[src/rtl/cal_seq_pkg.sv]
`timescale 1ns/1ps
package cal_seq_pkg;

  // Step type code: bit 1 = first select, bit 0 = second select
  typedef enum logic [1:0] {
    CAL_SELF     = 2'b00,
    CAL_SYS_GAIN = 2'b01,
    CAL_ONE_OFS  = 2'b10,
    CAL_SYS_OFS  = 2'b11
  } calCode_e;

  // Control -> datapath strobes
  typedef struct packed {
    logic     load;   // start the step timer
    logic     stop;   // cancel the step timer
    calCode_e code;   // step whose duration is loaded
  } ctrlCmd_t;

  // Datapath -> control status
  typedef struct packed {
    logic     startReq;   // qualified request released, timer idle
    logic     timerDone;  // last cycle of the running step
    logic     bpChange;   // polarity input differs from last cycle
    calCode_e code;       // code captured at request rise
  } dpStat_t;

endpackage

[src/rtl/cal_seq_dp.sv]
`timescale 1ns/1ps
module cal_seq_dp
  import cal_seq_pkg::*;
#(
  parameter int unsigned MIN_HIGH     = 4,
  parameter int unsigned DUR_SELF     = 3145655,
  parameter int unsigned DUR_SYS_OFS  = 1052599,
  parameter int unsigned DUR_SYS_GAIN = 1068813,
  parameter int unsigned DUR_ONE_OFS  = 2117389
) (
  input  logic       clk,
  input  logic       rstN,
  input  logic       calReq,
  input  logic [1:0] modeSel,
  input  logic       bipolarSel,
  input  ctrlCmd_t   cmd,
  output dpStat_t    stat
);

  localparam int unsigned MAX_A   = (DUR_SELF > DUR_SYS_OFS) ? DUR_SELF : DUR_SYS_OFS;
  localparam int unsigned MAX_B   = (DUR_SYS_GAIN > DUR_ONE_OFS) ? DUR_SYS_GAIN : DUR_ONE_OFS;
  localparam int unsigned MAX_DUR = (MAX_A > MAX_B) ? MAX_A : MAX_B;
  localparam int unsigned CNT_W   = (MAX_DUR > 1) ? $clog2(MAX_DUR) : 1;
  localparam int unsigned HI_W    = $clog2(MIN_HIGH + 1);
  localparam logic [HI_W-1:0] HI_SAT = HI_W'(MIN_HIGH);

  logic             calQ;
  logic             bpQ;
  logic [HI_W-1:0]  highCnt;
  calCode_e         codeQ;
  logic [CNT_W-1:0] stepCnt;
  logic [CNT_W-1:0] loadVal;
  logic             running;
  logic             reqRise;
  logic             reqFall;

  assign reqRise = calReq & ~calQ;
  assign reqFall = ~calReq & calQ;

  // Request pulse width measurement and mode capture
  always_ff @(posedge clk or negedge rstN) begin
    if (!rstN) begin
      calQ    <= 1'b0;
      highCnt <= '0;
      codeQ   <= CAL_SELF;
    end else begin
      calQ <= calReq;
      if (reqRise) begin
        highCnt <= HI_W'(1);
      end else if (calReq && (highCnt != HI_SAT)) begin
        highCnt <= highCnt + 1'b1;
      end
      if (reqRise && !running) begin
        codeQ <= calCode_e'(modeSel);
      end
    end
  end

  // Polarity history, free running so it is valid once reset ends
  always_ff @(posedge clk) begin
    bpQ <= bipolarSel;
  end

  // Duration selection per step type
  always_comb begin
    unique case (cmd.code)
      CAL_SELF:     loadVal = CNT_W'(DUR_SELF - 1);
      CAL_SYS_OFS:  loadVal = CNT_W'(DUR_SYS_OFS - 1);
      CAL_SYS_GAIN: loadVal = CNT_W'(DUR_SYS_GAIN - 1);
      default:      loadVal = CNT_W'(DUR_ONE_OFS - 1);
    endcase
  end

  // Step timer
  always_ff @(posedge clk or negedge rstN) begin
    if (!rstN) begin
      stepCnt <= '0;
      running <= 1'b0;
    end else if (cmd.stop) begin
      running <= 1'b0;
    end else if (cmd.load) begin
      running <= 1'b1;
      stepCnt <= loadVal;
    end else if (running) begin
      if (stepCnt == '0) begin
        running <= 1'b0;
      end else begin
        stepCnt <= stepCnt - 1'b1;
      end
    end
  end

  always_comb begin
    stat.startReq  = reqFall && (highCnt >= HI_SAT) && !running;
    stat.timerDone = running && (stepCnt == '0);
    stat.bpChange  = (bipolarSel != bpQ);
    stat.code      = codeQ;
  end

endmodule

[src/rtl/cal_seq_ctrl.sv]
`timescale 1ns/1ps
module cal_seq_ctrl
  import cal_seq_pkg::*;
(
  input  logic     clk,
  input  logic     rstN,
  input  dpStat_t  stat,
  output ctrlCmd_t cmd,
  output logic     busy,
  output logic     rdyN,
  output logic     capZero,
  output logic     capFull,
  output logic     zeroFromAin,
  output logic     fullFromAin,
  output logic     forceZero,
  output logic     forceOnes,
  output logic     seqErr
);

  typedef enum logic {ST_IDLE, ST_RUN} state_e;

  state_e   state;
  calCode_e activeCode;
  logic     offsetDone;
  logic     accept;

  assign accept = (stat.code != CAL_SYS_GAIN) || offsetDone;
  assign busy   = (state == ST_RUN);

  always_comb begin
    cmd.load = (state == ST_IDLE) && stat.startReq && !stat.bpChange && accept;
    cmd.stop = (state == ST_RUN) && stat.bpChange;
    cmd.code = stat.code;
  end

  always_ff @(posedge clk or negedge rstN) begin
    if (!rstN) begin
      state       <= ST_IDLE;
      activeCode  <= CAL_SELF;
      offsetDone  <= 1'b0;
      rdyN        <= 1'b1;
      capZero     <= 1'b0;
      capFull     <= 1'b0;
      zeroFromAin <= 1'b0;
      fullFromAin <= 1'b0;
      forceZero   <= 1'b0;
      forceOnes   <= 1'b0;
      seqErr      <= 1'b0;
    end else begin
      capZero     <= 1'b0;
      capFull     <= 1'b0;
      zeroFromAin <= 1'b0;
      fullFromAin <= 1'b0;
      forceZero   <= 1'b0;
      forceOnes   <= 1'b0;
      seqErr      <= 1'b0;
      unique case (state)
        ST_IDLE: begin
          if (stat.bpChange) begin
            offsetDone <= 1'b0;
            rdyN       <= 1'b1;
          end else if (stat.startReq) begin
            if (accept) begin
              state      <= ST_RUN;
              activeCode <= stat.code;
              rdyN       <= 1'b1;
            end else begin
              seqErr <= 1'b1;
            end
          end
        end
        ST_RUN: begin
          if (stat.bpChange) begin
            state      <= ST_IDLE;
            offsetDone <= 1'b0;
            rdyN       <= 1'b1;
          end else if (stat.timerDone) begin
            state <= ST_IDLE;
            rdyN  <= 1'b0;
            unique case (activeCode)
              CAL_SELF: begin
                capZero <= 1'b1;
                capFull <= 1'b1;
              end
              CAL_SYS_OFS: begin
                capZero     <= 1'b1;
                zeroFromAin <= 1'b1;
                forceZero   <= 1'b1;
                offsetDone  <= 1'b1;
              end
              CAL_SYS_GAIN: begin
                capFull     <= 1'b1;
                fullFromAin <= 1'b1;
                forceOnes   <= 1'b1;
              end
              default: begin
                capZero     <= 1'b1;
                capFull     <= 1'b1;
                zeroFromAin <= 1'b1;
                forceZero   <= 1'b1;
              end
            endcase
          end
        end
        default: state <= ST_IDLE;
      endcase
    end
  end

endmodule

[src/rtl/adc_cal_sequencer.sv]
`timescale 1ns/1ps
module adc_cal_sequencer
  import cal_seq_pkg::*;
#(
  parameter int unsigned MIN_HIGH     = 4,
  parameter int unsigned DUR_SELF     = 3145655,
  parameter int unsigned DUR_SYS_OFS  = 1052599,
  parameter int unsigned DUR_SYS_GAIN = 1068813,
  parameter int unsigned DUR_ONE_OFS  = 2117389
) (
  input  logic       clk,
  input  logic       rstN,
  input  logic       calReq,
  input  logic [1:0] modeSel,
  input  logic       bipolarSel,
  output logic       rdyN,
  output logic       busy,
  output logic       capZero,
  output logic       capFull,
  output logic       zeroFromAin,
  output logic       fullFromAin,
  output logic       forceZero,
  output logic       forceOnes,
  output logic       seqErr
);

  ctrlCmd_t cmd;
  dpStat_t  stat;

  cal_seq_dp #(
    .MIN_HIGH    (MIN_HIGH),
    .DUR_SELF    (DUR_SELF),
    .DUR_SYS_OFS (DUR_SYS_OFS),
    .DUR_SYS_GAIN(DUR_SYS_GAIN),
    .DUR_ONE_OFS (DUR_ONE_OFS)
  ) uDp (
    .clk       (clk),
    .rstN      (rstN),
    .calReq    (calReq),
    .modeSel   (modeSel),
    .bipolarSel(bipolarSel),
    .cmd       (cmd),
    .stat      (stat)
  );

  cal_seq_ctrl uCtrl (
    .clk        (clk),
    .rstN       (rstN),
    .stat       (stat),
    .cmd        (cmd),
    .busy       (busy),
    .rdyN       (rdyN),
    .capZero    (capZero),
    .capFull    (capFull),
    .zeroFromAin(zeroFromAin),
    .fullFromAin(fullFromAin),
    .forceZero  (forceZero),
    .forceOnes  (forceOnes),
    .seqErr     (seqErr)
  );

endmodule

[config.mk]
export PLATFORM = sky130hd
export DESIGN_NAME = adc_cal_sequencer
export DESIGN_NICKNAME = d
export VERILOG_FILES = /design/src/rtl/cal_seq_pkg.sv /design/src/rtl/cal_seq_dp.sv /design/src/rtl/cal_seq_ctrl.sv /design/src/rtl/adc_cal_sequencer.sv
export SDC_FILE = /design/constraint.sdc
export NUM_CORES = 1
export LEC_CHECK = 0
export ABC_AREA = 1
export BUFFER_PORTS_ARGS = -buffer_cell sky130_fd_sc_hd__buf_4
export CAP_MARGIN = 20
export CORE_ASPECT_RATIO = 1.4
export CORE_UTILIZATION = 46
export DETAILED_ROUTE_END_ITERATION = 6
export PLACE_DENSITY_LB_ADDON = 0.15
export RECOVER_POWER = 50
export SYNTH_ARGS = -nofsm -noshare
export SYNTH_HDL_FRONTEND = slang
export SYNTH_SLANG_ARGS = --single-unit
[constraint.sdc]
create_clock -name clk -period 2.85 [get_ports clk]
set_input_delay 0.7125 -clock clk [delete_from_list [all_inputs] [get_ports clk]]
set_output_delay 0.7125 -clock clk [all_outputs]
set_load 0.1 [all_outputs]
; Word-level counts from Yosys, hierarchy flattened
; Cells that the tools add are included.
[op_classes]
n_addsub = 2
n_lt_le_gt_ge = 1
n_eq_ne = 13
mux = 47
n_bitwise = 7
reduce_logical = 22
[op_table]
columns = op, n
row1 = two-way mux 22 bit, 3
row2 = case mux 22 bit (3 select lines), 1
row3 = two-way mux 1 bit, 38
row4 = zero test 22 bit, 1
row5 = subtractor 22 x 1 -> 22 bit (second input constant), 1
row6 = logical AND 1 bit, 9
row7 = AND reduction 3 bit, 3
row8 = two-way mux 3 bit, 2
row9 = != test 3 x 1 -> 1 bit (second input constant), 2
row10 = != test 3 x 2 -> 1 bit (second input constant), 2
row11 = case mux 1 bit (2 select lines), 3
row12 = inverter 1 bit, 5
row13 = equality test 2 x 1 -> 1 bit (second input constant), 2
row14 = equality test 2 bit (second input constant), 2
row15 = zero test 2 bit, 2
row16 = != test 2 x 1 -> 1 bit (second input constant), 2
row17 = AND reduction 4 bit, 1
row18 = nonzero test 2 bit, 2
row19 = adder 3 x 1 -> 3 bit (second input constant), 1
row20 = >= comparator 3 bit (second input constant), 1
row21 = != test 3 bit (second input constant), 1
row22 = AND 1 bit, 2
row23 = zero test 1 bit, 2
row24 = != test 2 bit (second input constant), 1
row25 = 3 further kinds, 3
[word_totals]
register_bits = 40
input_bits = 6
output_inout_bits = 9
elab_cells = 107

; Logic depth before layout (Yosys ltp)
[depth]
word_depth = 9
mapped_depth = 13
depth_no_buf = 11

; Modules after synthesis
; A second synthesis with hierarchy kept.
[hier_totals]
hier_cells = 349
hier_area_um2 = 2603.7
[by_module_without_submodules]
columns = mod, instances, cells_per_inst, area_per_inst_um2, seq_area_each_um2
row1 = cal_seq_dp, 1, 298, 2157.1, 745.7
row2 = cal_seq_ctrl, 1, 51, 446.7, 251.5

; Worst setup path before layout
; OpenSTA, ideal clock, no wires.
[synth_timing]
path_type = register -> register
from = reg uCtrl.state (netlist: uCtrl.busy)
to = reg uDp.stepCnt[12]
setup_time_ps = 116
arrival_ps = 1921
required_ps = 2734
path_slack_ps = 813
stages_incl_launch_ff = 10
path_buffers = 2
period_less_slack_ps = 2037
path_cell_list = dfrtp_1 > inv_1 > o21ai_1 > nor2_2 > nor2_1 > nor2_2 > buf_6 > buf_6 > nand2_1 > nand2_1
[synth_via]
elab_chain_cells = 6
word_cells_on_any_way = 10
cone_classes = 1 x eq/ne / 1 x mux / 2 x bitwise / 6 x reduce/logical
[synth_rtl]
columns = item, line
row1 = from (decl), cal_seq_ctrl.sv:22  ; state_e state;
row2 = from (signal assigned), cal_seq_ctrl.sv:38  ; state <= ST_IDLE;
row3 = from (signal assigned), cal_seq_ctrl.sv:64  ; state <= ST_RUN;
row4 = from (signal assigned), cal_seq_ctrl.sv:74  ; state <= ST_IDLE;
row5 = inverter 1 bit, cal_seq_ctrl.sv:31  ; cmd.load = (state == ST_IDLE) && stat.startReq && !stat.bpChange && accept;
row6 = logical AND 1 bit (3 in series), cal_seq_ctrl.sv:31
row7 = != test 2 bit (no source line) / nonzero test 2 bit (equally long branches), n/a
row8 = AND reduction 3 bit (no source line), n/a
row9 = to (signal assigned), cal_seq_dp.sv:83  ; stepCnt <= loadVal;
row10 = to (signal assigned), cal_seq_dp.sv:88  ; stepCnt <= stepCnt - 1'b1;
row11 = to (decl), cal_seq_dp.sv:31  ; logic [CNT_W-1:0] stepCnt;
; Parallel ways exist; a longest one is shown, timed or not.
; A chain may end at the register's enable or synchronous reset.

; Worst setup path in the final report
[layout_timing]
from = reg uDp.codeQ[1]
to = reg uDp.stepCnt[7]
[layout_via]
elab_chain_cells = 5
word_cells_on_any_way = 11
cone_classes = 4 x eq/ne / 2 x mux / 5 x reduce/logical
[layout_rtl]
columns = item, line
row1 = from (decl), cal_seq_dp.sv:30  ; calCode_e codeQ;
row2 = from (signal assigned), cal_seq_dp.sv:54  ; codeQ <= calCode_e'(modeSel);
row3 = != test 2 x 1 -> 1 bit, cal_seq_ctrl.sv:27  ; assign accept = (stat.code != CAL_SYS_GAIN) || offsetDone;
row4 = logical OR 1 bit, cal_seq_ctrl.sv:27
row5 = logical AND 1 bit, cal_seq_ctrl.sv:31
row6 = != test 2 bit (no source line) / nonzero test 2 bit (equally long branches), n/a
row7 = AND reduction 3 bit (no source line), n/a
; Parallel ways exist; a longest one is shown, timed or not.

==> impl_metrics.yaml <==
clock_tree:
  ctsHoldBuffers: 0
  clkSinkCount: 40
  clkTransAtPathRegs_ns: 0.08
  post_cts_buffers: 0
  insertion_delay_ns: 0.29
  cts_resized: 0
  cts_buffer_depth: 2
  root_buffer: "clkbuf_8"
  cts_tree: "built"
  h-tree-depth: 2
  cts-buffers-inserted: 5
drt:
  drc_errors: 0
  vias: 2037
  viasPerCell: 4.94
  drtIter0Drc: 92
  routed_wl_mm: 5.06
  wl_per_cell_um: 12.3
  dr.pass1.iters: 4
  final_antenna_net_count: 0
timing:
  hold_viol: 0
  min_period_ns: 2.13
  post-route-period-util_pct: 74.8
  finalSetupViolCount: 0
  hold_ws_ns: 0.498
  slew_headroom_pct: 33.7
  setup_ws_ns: 0.719
  fin_setup_tns_ns: 0
  rsz0062_at_grt: "false"
  fmax_mhz: 469
  finClkSkew_ns: 0.00277
  worst_slew_pin_slew_ns: 0.994
  maxSlewViolCount: 0
global_routing:
  grt_max_degree: 40
  grt_usage_pct: 21.2
  antenna_found_initial: 0
  grt_pass1_wl_mm: 8.96
  grt_pass1_vias: 2019
  gr-total-overflow: 0
floorplan:
  pin_count: 15
  coreArea_um2: 4920
  fp.dieH_um: 87.1
  die_w_um: 62.8
  dieArea_um2: 5470
  fp-row-count: 30
  initial_utilization_pct: 48.4
worst_setup_path:
  slowest_stage: "dfrtp_1"
  startpoint_type: "flip-flop"
  cp-startpoint: "uDp.codeQ[1]$_DFFE_PN0P_"
  r2r_start: "uDp.codeQ[1]$_DFFE_PN0P_"
  critPathMaxStageDelay_ns: 0.38
  r2r_cells: 11
  cp.required_ns: 3.02
  rrSetupSlack_ns: 0.72
  arrival_ns: 2.30
  cp_max_fo: 18
  timing.rr.end: "uDp.stepCnt[7]$_DFFE_PN0P_"
  critPathTopFamily: "simple AND/OR/NAND/NOR gates"
  crit_cells: 11
  worstSetupPathType: "reg -> reg"
  worstSetupEndpointType: "flip-flop"
  cp-endpoint: "uDp.stepCnt[7]$_DFFE_PN0P_"
  crit_chain: "inv_1 > ha_1 > nand2_1 > inv_1 > nor2_2 > nand2_2 > buf_4 > nand3_1 > nand3_2 > nand2_1 > o21ai_0"
  critPathBufInv: 3
synthesis:
  ys_types: 27
  syn_nets: 343
  yosysWarnings: 0
  synth-seq-cells: 40
  syn_inst: 330
  avgSynthCellArea_um2: 7.21
  synth-seq-area-share_pct: 41.9
  syn_area_um2: 2380
pwr:
  power.density_nw_per_um2: 943
  power.switching_mw: 1.14
  combinationalPowerShare_pct: 47.6
  ir_drop_uv: 460
  p_int_mw: 1.32
  p_seq_share_pct: 36.5
  swShare_pct: 46.3
  cellLeakagePower_nw: 1.43
  clkPwrFrac_pct: 15.9
placement:
  gp_congestion: 0.854
  pre_cts_ws_ns: 0.536
  hpwl_mm: 3.64
  placed_cells: 404
  portBuffers: 14
min_path:
  hold_path_class: "reg -> reg"
status:
  outcome: "completed"
final_layout:
  drive_above_1_share_pct: 12.1
  stdcell_count: 412
  syn2layout_area_growth_pct: 9.83
  fin_util_pct: 53.2
  insertedDiodeCount: 0
  nets: 360
job:
  max-cap-violations: 0
-- per-layer routing --
layer,wire length [um],track usage [%]
met1,2280,25.3
met2,2510,37.3
met3,166,3.66
met4,97,9.09
met5,0,0
-- power by group through the flow --
stage	Combinational, mW	Sequential (mW)	Clock [mW]
global route	1.38	0.925	0.424
CTS	1.18	0.896	0.408
detailed placement	1.17	0.907	0
finish	1.17	0.900	0.392
global placement	1.15	0.904	0
floorplan	0.961	0.872	0
-- worst min path at each step --
| stage | depth (start not counted) | to | slack, ns | from |
|---|---|---|---|---|
| 6_report | 2 | uDp.stepCnt[0]$_DFFE_PN0P_ | 0.50 | uDp.stepCnt[0]$_DFFE_PN0P_ |
| 4_1_cts | 1 | uDp.stepCnt[10]$_DFFE_PN0P_ | 0.40 | rstN |
| 3_3_place_gp | 2 | uDp.stepCnt[0]$_DFFE_PN0P_ | 0.48 | uDp.stepCnt[0]$_DFFE_PN0P_ |
| 5_1_grt | 2 | uDp.stepCnt[0]$_DFFE_PN0P_ | 0.53 | uDp.stepCnt[0]$_DFFE_PN0P_ |
| 3_5_place_dp | 2 | uDp.stepCnt[0]$_DFFE_PN0P_ | 0.48 | uDp.stepCnt[0]$_DFFE_PN0P_ |
| 2_1_floorplan | 0 | uCtrl.activeCode[0]$_DFFE_PN0P_ | 0.42 | rstN |
-- cell families after synthesis --
family / count (synthesis) / synth area share (%)
AO/OA/AOI/OAI: 33 / 7.20
XOR/XNOR: 11 / 4.05
adder cells (fa/ha/maj): 7 / 3.68
buffers and inverters: 45 / 8.52
flip-flops: 40 / 41.9
AND/OR/NAND/NOR: 194 / 34.6
-- worst min-delay path: stages (launching register included) --
cell	delay (ns)
dfrtp_1	0.36
nand2_1	0.06
nand2_1	0.06
-- per-stage QoR --
step,power [mW],cell area [um^2]
detailed placement,2.08,2530
CTS,2.48,2620
floorplan,1.83,2380
global route,2.73,2610
finish,2.47,2610
global placement,2.06,2530
-- layout make-up --
cell class              count  area, um^2
clock buffers               6        82.6
clock inverters             2        10.0
fillers                   477        2300
inverters                  37         139
multi-input cells         245        1180
flip-flops and latches     40         997
well taps                  64        80.1
repair buffers             18         125
-- placed cells by master, fill, tap and decap left out --
cell type / Yosys / final
nand2_1: 109 / 109
nor2_1: 42 / 42
dfrtp_1: 38 / 38
inv_1: 36 / 36
nand3_1: 21 / 21
o21ai_0: 20 / 20
buf_4: 2 / 15
xor2_1: 10 / 10
a21oi_1: 9 / 9
nor2_2: 8 / 8
ha_1: 7 / 7
clkbuf_8: 0 / 6
nand4_1: 5 / 5
nand2_2: 3 / 3
nand3_2: 3 / 3
clkinv_2: 0 / 2
clkbuf_1: 0 / 2
inv_2: 1 / 1
nor2_4: 1 / 1
o31ai_1: 1 / 1
o21ai_1: 1 / 1
nor3_1: 1 / 1
a31oi_1: 1 / 1
a211oi_1: 1 / 1
xnor2_1: 1 / 1
or2_2: 1 / 1
clkbuf_2: 0 / 1
dfstp_2: 1 / 1
dfxtp_1: 1 / 1
-- cell usage after synthesis --
library cell | count | area share [%]
a211oi_1 | 1 | 0.32
a21oi_1 | 9 | 1.9
a31oi_1 | 1 | 0.26
buf_2 | 3 | 0.63
buf_4 | 2 | 0.63
buf_6 | 3 | 1.4
dfrtp_1 | 38 | 40
dfstp_2 | 1 | 1.1
dfxtp_1 | 1 | 0.84
ha_1 | 7 | 3.7
inv_1 | 36 | 5.7
inv_2 | 1 | 0.16
nand2_1 | 109 | 17
nand2_2 | 3 | 0.79
nand3_1 | 21 | 4.4
nand3_2 | 3 | 1.3
nand4_1 | 5 | 1.3
nor2_1 | 42 | 6.6
nor2_2 | 8 | 2.1
nor2_4 | 1 | 0.47
nor3_1 | 1 | 0.21
o21ai_0 | 20 | 4.2
o21ai_1 | 1 | 0.21
o31ai_1 | 1 | 0.32
or2_2 | 1 | 0.26
xnor2_1 | 1 | 0.37
xor2_1 | 10 | 3.7
-- state kept, by name, indices dropped and copies added (netlist names), 2 cells and up --
signal,cells
uCtrl.activeCode,2
uDp.codeQ,2
uDp.highCnt,3
uDp.stepCnt,22
Power figures use the tool's default switching activity.
